**src/rtl/sdram_refresh_pkg.sv**
```systemverilog
package sdram_refresh_pkg;

    localparam int unsigned HOLD_SRCS = 6;

    typedef enum logic [2:0] {
        HS_CYCLE   = 3'd0,
        HS_SPLIT   = 3'd1,
        HS_LINE    = 3'd2,
        HS_RMW     = 3'd3,
        HS_DMA     = 3'd4,
        HS_RELEASE = 3'd5
    } hold_src_e;

endpackage

```
**src/rtl/refresh_holdoff.sv**
```systemverilog
module refresh_holdoff #(
    parameter int unsigned N_SRC = 6
) (
    input  logic [N_SRC-1:0] src_i,
    output logic             hold_o
);

    logic [N_SRC:0] chain;

    assign chain[0] = 1'b0;
    for (genvar g = 0; g < N_SRC; g++) begin : g_or
        assign chain[g+1] = chain[g] | src_i[g];
    end

    assign hold_o = chain[N_SRC];

endmodule

```
**src/rtl/refresh_req_track.sv**
```systemverilog
module refresh_req_track #(
    parameter int unsigned DROP_W = 4
) (
    input  logic              clk,
    input  logic              rst_n,
    input  logic              tick_i,
    input  logic              hold_i,
    output logic              pending_o,
    output logic              go_o,
    output logic [DROP_W-1:0] drop_o
);

    localparam logic [DROP_W-1:0] DROP_MAX = {DROP_W{1'b1}};

    typedef struct packed {
        logic              pending;
        logic              go;
        logic [DROP_W-1:0] drop;
    } trk_t;

    trk_t st_d, st_q;
    logic issue;

    always_comb begin
        st_d  = st_q;
        issue = st_q.pending & ~hold_i & ~st_q.go;
        st_d.go = issue;
        if (tick_i) begin
            st_d.pending = 1'b1;
            if (st_q.pending && !issue && st_q.drop != DROP_MAX) begin
                st_d.drop = st_q.drop + 1'b1;
            end
        end else if (issue) begin
            st_d.pending = 1'b0;
        end
    end

    always_ff @(posedge clk or negedge rst_n) begin
        if (!rst_n) begin
            st_q <= '0;
        end else begin
            st_q <= st_d;
        end
    end

    assign pending_o = st_q.pending;
    assign go_o      = st_q.go;
    assign drop_o    = st_q.drop;

    // a strobe never lasts more than one clock
    a_r2_single_strobe: assert property (@(posedge clk) disable iff (!rst_n)
        go_o |=> !go_o);

    // hold-off sampled high blocks the next strobe
    a_r3_holdoff_blocks: assert property (@(posedge clk) disable iff (!rst_n)
        hold_i |=> !go_o);

    // an overwritten request bumps the counter by one
    a_r7_drop_count: assert property (@(posedge clk) disable iff (!rst_n)
        (tick_i && pending_o && (hold_i || go_o) && drop_o != DROP_MAX)
        |=> drop_o == $past(drop_o) + 1'b1);

    // the counter never wraps
    a_r8_saturate: assert property (@(posedge clk) disable iff (!rst_n)
        (drop_o == DROP_MAX) |=> drop_o == DROP_MAX);

    // a strobe only follows a request that was pending
    a_r2_needs_request: assert property (@(posedge clk) disable iff (!rst_n)
        !pending_o |=> !go_o);

endmodule

```
**src/rtl/sdram_refresh_gate.sv**
```systemverilog
module sdram_refresh_gate
    import sdram_refresh_pkg::*;
#(
    parameter int unsigned DROP_W = 4
) (
    input  logic              clk,
    input  logic              rst_n,
    input  logic              tick_i,
    input  logic              cyc_active_i,
    input  logic              split_busy_i,
    input  logic              line_xfer_i,
    input  logic              rmw_window_i,
    input  logic              dma_dual_i,
    input  logic              bus_released_i,
    input  logic              cyc_req_i,
    output logic              refresh_go_o,
    output logic              cyc_grant_o,
    output logic              bus_ack_n_o,
    output logic [DROP_W-1:0] drop_cnt_o
);

    logic [HOLD_SRCS-1:0] hold_src;
    logic                 hold_any;
    logic                 pending;

    always_comb begin
        hold_src             = '0;
        hold_src[HS_CYCLE]   = cyc_active_i;
        hold_src[HS_SPLIT]   = split_busy_i;
        hold_src[HS_LINE]    = line_xfer_i;
        hold_src[HS_RMW]     = rmw_window_i;
        hold_src[HS_DMA]     = dma_dual_i;
        hold_src[HS_RELEASE] = bus_released_i;
    end

    refresh_holdoff #(.N_SRC(HOLD_SRCS)) holdoff_i (
        .src_i  (hold_src),
        .hold_o (hold_any)
    );

    refresh_req_track #(.DROP_W(DROP_W)) track_i (
        .clk       (clk),
        .rst_n     (rst_n),
        .tick_i    (tick_i),
        .hold_i    (hold_any),
        .pending_o (pending),
        .go_o      (refresh_go_o),
        .drop_o    (drop_cnt_o)
    );

    assign bus_ack_n_o = pending | ~bus_released_i;
    assign cyc_grant_o = cyc_req_i & ~bus_released_i & ~pending & ~refresh_go_o;

    // a waiting refresh keeps the acknowledge negated
    a_r6_ack_negated: assert property (@(posedge clk) disable iff (!rst_n)
        pending |-> bus_ack_n_o);

    // a pending refresh beats a new cycle request
    a_r9_refresh_priority: assert property (@(posedge clk) disable iff (!rst_n)
        (pending || refresh_go_o) |-> !cyc_grant_o);

    // no strobe follows a clock with the bus granted away
    a_r5_released_waits: assert property (@(posedge clk) disable iff (!rst_n)
        bus_released_i |=> !refresh_go_o);

endmodule

```
**config.mk**
```make
export PLATFORM = sky130hd
export DESIGN_NAME = sdram_refresh_gate
export DESIGN_NICKNAME = d
export VERILOG_FILES = /design/src/rtl/sdram_refresh_pkg.sv /design/src/rtl/refresh_holdoff.sv /design/src/rtl/refresh_req_track.sv /design/src/rtl/sdram_refresh_gate.sv
export SDC_FILE = /design/constraint.sdc
export NUM_CORES = 1
export LEC_CHECK = 0
export ABC_CLOCK_PERIOD_IN_PS = 1680
export BUFFER_PORTS_ARGS = -buffer_cell sky130_fd_sc_hd__buf_2
export CAP_MARGIN = 20
export CORE_AREA = 4 4 41 43
export DETAILED_ROUTE_END_ITERATION = 16
export DIE_AREA = 0 0 45 47
export PLACE_DENSITY = 0.53
export SLEW_MARGIN = 10
export SYNTH_ARGS = -nofsm -noshare
export SYNTH_HDL_FRONTEND = slang
export SYNTH_HIERARCHICAL = 1
export SYNTH_SLANG_ARGS = --single-unit
export TNS_END_PERCENT = 30
```
**constraint.sdc**
```tcl
create_clock -name clk -period 1.68 [get_ports clk]
set_clock_uncertainty 0.05 [all_clocks]
set_input_delay 0 -clock clk [delete_from_list [all_inputs] [get_ports clk]]
set_output_delay 0 -clock clk [all_outputs]
set_load 0.005 [all_outputs]
```
==> impl_metrics.xml <==
<?xml version="1.0" encoding="UTF-8"?>
<metrics>
  <group name="place">
    <metric name="hpwlAfterDp" unit="um">517</metric>
    <metric name="dpl.cell_count" unit="">58</metric>
    <metric name="numPortBuffers" unit="">16</metric>
    <metric name="global_placer_s_final_weighted_congestion" unit="">0.687</metric>
  </group>
  <group name="synthesis">
    <metric name="synthesis.instances" unit="">27</metric>
    <metric name="synth-main-ff-cell" unit="">sky130_fd_sc_hd__dfrtp_1</metric>
    <metric name="netlist.area_leader.share" unit="%">47.4</metric>
    <metric name="most_frequent_cells_after_synthesis" unit="">sky130_fd_sc_hd__dfrtp_1, sky130_fd_sc_hd__nand2b_1, sky130_fd_sc_hd__a21oi_1, sky130_fd_sc_hd__nand2_1, sky130_fd_sc_hd__nor2_1</metric>
    <metric name="post_synth_instance_area" unit="um^2">317</metric>
    <metric name="asyncSetResetFlopFracSynth" unit="%">100</metric>
    <metric name="synth-seq-area-share" unit="%">47.4</metric>
    <metric name="synth-seq-cells" unit="">6</metric>
    <metric name="synth_largest_area_cell" unit="">sky130_fd_sc_hd__dfrtp_1</metric>
    <metric name="ys_types" unit="">17</metric>
    <metric name="net_count_after_synthesis" unit="">38</metric>
    <metric name="synth-edff-count" unit="">0</metric>
    <metric name="post_synth.cell_area_avg" unit="um^2">11.7</metric>
    <metric name="yosys_warnings" unit="">6</metric>
    <metric name="yosys-top-cells-area" unit="">sky130_fd_sc_hd__dfrtp_1, sky130_fd_sc_hd__nand2b_1, sky130_fd_sc_hd__o211a_4, sky130_fd_sc_hd__mux2_4, sky130_fd_sc_hd__nor4b_2</metric>
    <metric name="post-synth-top-count-cell" unit="">sky130_fd_sc_hd__dfrtp_1</metric>
  </group>
  <group name="drt">
    <metric name="ant_nets" unit="">0</metric>
    <metric name="avgViaCountPerCell" unit="">4.51</metric>
    <metric name="routed_wire_per_std_cell" unit="um">10.5</metric>
    <metric name="drt_pass1_iterations" unit="">4</metric>
    <metric name="drt_first_iter_violations" unit="">5</metric>
    <metric name="number_of_design_rule_violations_left_after_detail_routing" unit="">0</metric>
    <metric name="routed_wirelength" unit="um">659</metric>
    <metric name="vias" unit="">284</metric>
  </group>
  <group name="timing">
    <metric name="max-slew-margin-rel" unit="%">85.8</metric>
    <metric name="final-setup-viol-count" unit="">0</metric>
    <metric name="achievable-frequency" unit="MHz">752</metric>
    <metric name="timing.setup.tns" unit="ns">0</metric>
    <metric name="period_share" unit="%">79.1</metric>
    <metric name="min_period" unit="ns">1.33</metric>
    <metric name="rsz0062_at_grt" unit="">false</metric>
    <metric name="tightestPinTransition" unit="ns">0.211</metric>
    <metric name="timing.hold.ws" unit="ns">0.0222</metric>
    <metric name="hold_violations" unit="">0</metric>
    <metric name="timing.final.max_slew_violations" unit="">0</metric>
  </group>
  <group name="hold_path">
    <metric name="worstHoldPathCells" unit="">4</metric>
    <metric name="hold_end" unit="">track_i/go_o</metric>
    <metric name="worst_hold_startpoint" unit="">split_busy_i</metric>
    <metric name="min_path_type" unit="">in -&gt; reg</metric>
  </group>
  <group name="critical_path">
    <metric name="critical_path_class" unit="">reg -&gt; reg</metric>
    <metric name="critical_path.reg2reg.startpoint" unit="">track_i/drop_o[0]</metric>
    <metric name="rrSetupSlack" unit="ns">0.35</metric>
    <metric name="cp.required" unit="ns">1.75</metric>
    <metric name="cp-start-kind" unit="">register</metric>
    <metric name="worst_r2r_dst" unit="">track_i/drop_o[1]</metric>
    <metric name="critPathMaxFanout" unit="">4</metric>
    <metric name="end_kind" unit="">register</metric>
    <metric name="reg2regPathDepth" unit="">4</metric>
    <metric name="cp_data_arrival_time" unit="ns">1.40</metric>
  </group>
  <group name="pwr">
    <metric name="power_density" unit="nW/um^2">1300</metric>
    <metric name="switching_share" unit="%">32.8</metric>
    <metric name="p_leak" unit="nW">0.213</metric>
    <metric name="peakVddDrop" unit="mV">0.537</metric>
    <metric name="pwr-share-seq" unit="%">43.0</metric>
    <metric name="internal_power" unit="mW">0.399</metric>
    <metric name="power_switching" unit="mW">0.195</metric>
    <metric name="power.share.combinational" unit="%">34.8</metric>
    <metric name="share_of_power_burned_in_the_clock_network" unit="%">22.2</metric>
  </group>
  <group name="flow_run">
    <metric name="max_capacitance_violation_count" unit="">0</metric>
  </group>
  <group name="floorplan">
    <metric name="dieHeight" unit="um">47</metric>
    <metric name="initial_core_util" unit="%">24.3</metric>
    <metric name="num_io_pins" unit="">17</metric>
    <metric name="die_width" unit="um">45</metric>
    <metric name="dieArea" unit="um^2">2120</metric>
    <metric name="fp-row-count" unit="">13</metric>
    <metric name="fp.coreArea" unit="um^2">1300</metric>
  </group>
  <group name="clock_network">
    <metric name="post_cts.repair.setup_buffers" unit="">0</metric>
    <metric name="clock_insertion_delay_worst_skew" unit="ns">0.24</metric>
    <metric name="cts.root.buffer_cell" unit="">sky130_fd_sc_hd__clkbuf_4</metric>
    <metric name="cts_tree" unit="">done</metric>
    <metric name="clk_pin_slew" unit="ns">0.05</metric>
    <metric name="post_cts_resize_count" unit="">0</metric>
    <metric name="htreeDepth" unit="">1</metric>
    <metric name="post_cts_hold_buffer_count" unit="">2</metric>
    <metric name="cts_buffer_depth" unit="">2</metric>
    <metric name="cts.sink_count" unit="">6</metric>
    <metric name="cts-buffers-inserted" unit="">3</metric>
  </group>
  <group name="cells_and_area">
    <metric name="antenna_cells_inserted" unit="">0</metric>
    <metric name="final_layout_size_suffix_gt1_share" unit="%">50.0</metric>
    <metric name="final_cell_count_no_fill" unit="">63</metric>
    <metric name="num-nets-final" unit="">61</metric>
    <metric name="syn_to_final_growth" unit="%">44.7</metric>
  </group>
  <group name="grt">
    <metric name="grt_antenna_before_repair" unit="">0</metric>
    <metric name="grt_max_degree" unit="">7</metric>
    <metric name="grt_first_pass_wirelength" unit="um">1070</metric>
    <metric name="first_global_vias" unit="">259</metric>
    <metric name="grt_util_all_layers" unit="%">7.22</metric>
    <metric name="global_route_overflow" unit="">0</metric>
  </group>
  <group name="status">
    <metric name="outcome" unit="">finished, final reports clean</metric>
  </group>
</metrics>
cell families (layout without fill, tap and decap cells):
family / Yosys count / count (layout) / synth area share (%)
adders and majority gates: 1 / 1 / 3.95
buffers and inverters: 0 / 21 / 0
xor gates and xnor gates: 1 / 1 / 2.77
DFF: 6 / 6 / 47.4
muxes: 2 / 2 / 8.30
AOI/OAI and AO/OA: 4 / 4 / 10.3
and+or+nand+nor: 13 / 13 / 27.3
layout make-up:
class / count / area (um^2)
Clock buffer: 3 / 22.5
Multi-Input combinational cell: 21 / 166
Tap cell: 15 / 18.8
Timing Repair Buffer: 18 / 100
Sequential cell: 6 / 150
Fill cell: 147 / 843
worst max path at each step:
stage	startpoint	endpoint	slack (ns)
after floorplan	track_i/drop_o[0]	track_i/drop_o[1]	0.40
after global placement	rmw_window_i	track_i/drop_o[3]	0.33
after detailed placement	rmw_window_i	track_i/drop_o[1]	0.33
after CTS	track_i/drop_o[0]	track_i/drop_o[1]	0.35
after global routing	track_i/drop_o[0]	track_i/drop_o[1]	0.26
final	track_i/drop_o[0]	track_i/drop_o[1]	0.35
worst max-delay path, cell delays in order, from the launching register on:
cell and delay [ns]:
sky130_fd_sc_hd__dfrtp_1 0.42, sky130_fd_sc_hd__ha_1 0.26, sky130_fd_sc_hd__nand3_1 0.11, sky130_fd_sc_hd__nand2_2 0.07
sky130_fd_sc_hd__mux2_1 0.30
layout by cell type, fill, tap and decap left out:
cell / instances
sky130_fd_sc_hd__nand4_2: 1
sky130_fd_sc_hd__nor4b_2: 1
sky130_fd_sc_hd__nor3b_1: 1
sky130_fd_sc_hd__nor4_1: 1
sky130_fd_sc_hd__o21ai_0: 1
sky130_fd_sc_hd__a21oi_1: 2
sky130_fd_sc_hd__o211a_4: 1
sky130_fd_sc_hd__nor2_1: 2
sky130_fd_sc_hd__ha_1: 1
sky130_fd_sc_hd__nand3_1: 1
sky130_fd_sc_hd__buf_2: 16
sky130_fd_sc_hd__nand2_2: 1
sky130_fd_sc_hd__dlygate4sd3_1: 2
sky130_fd_sc_hd__mux2_4: 1
sky130_fd_sc_hd__xnor2_1: 1
sky130_fd_sc_hd__nand2b_1: 3
sky130_fd_sc_hd__clkbuf_4: 3
sky130_fd_sc_hd__dfrtp_1: 6
sky130_fd_sc_hd__mux2_1: 1
sky130_fd_sc_hd__nand2_1: 2
through the flow:
stage / power (mW) / utilization [%] / cell area (um^2) / setup slack (ns)
floorplan: 0.378 / - / 317 / 0.397
global placement: 0.464 / 31.9 / 415 / 0.334
detailed placement: 0.461 / 31.9 / 415 / 0.331
CTS: 0.602 / 35.2 / 458 / 0.347
global route: 0.647 / 35.2 / 458 / 0.259
finish: 0.594 / 35.2 / 458 / 0.351
state kept, by name, summed over array words and instances (netlist names):
signal / flops
track_i/pending_o: 1
track_i/drop_o: 4
track_i/go_o: 1
layer usage:
metal	vias to the layer above	part of all wire, %	track usage [%]
met5	-	0	0
met4	0	0	5.26
met2	19	38	9.60
met3	0	14	2.30
met1	124	47	9.68
li1	141	-	-
power groups by stage:
stage	combinational [mW]	sequential [mW]	clock, mW
6_report	0.207	0.255	0.132
3_3_place_gp	0.206	0.258	0
5_1_grt	0.233	0.266	0.147
2_1_floorplan	0.124	0.254	0
3_5_place_dp	0.205	0.256	0
4_1_cts	0.210	0.256	0.136
Power figures use the tool's default switching activity.
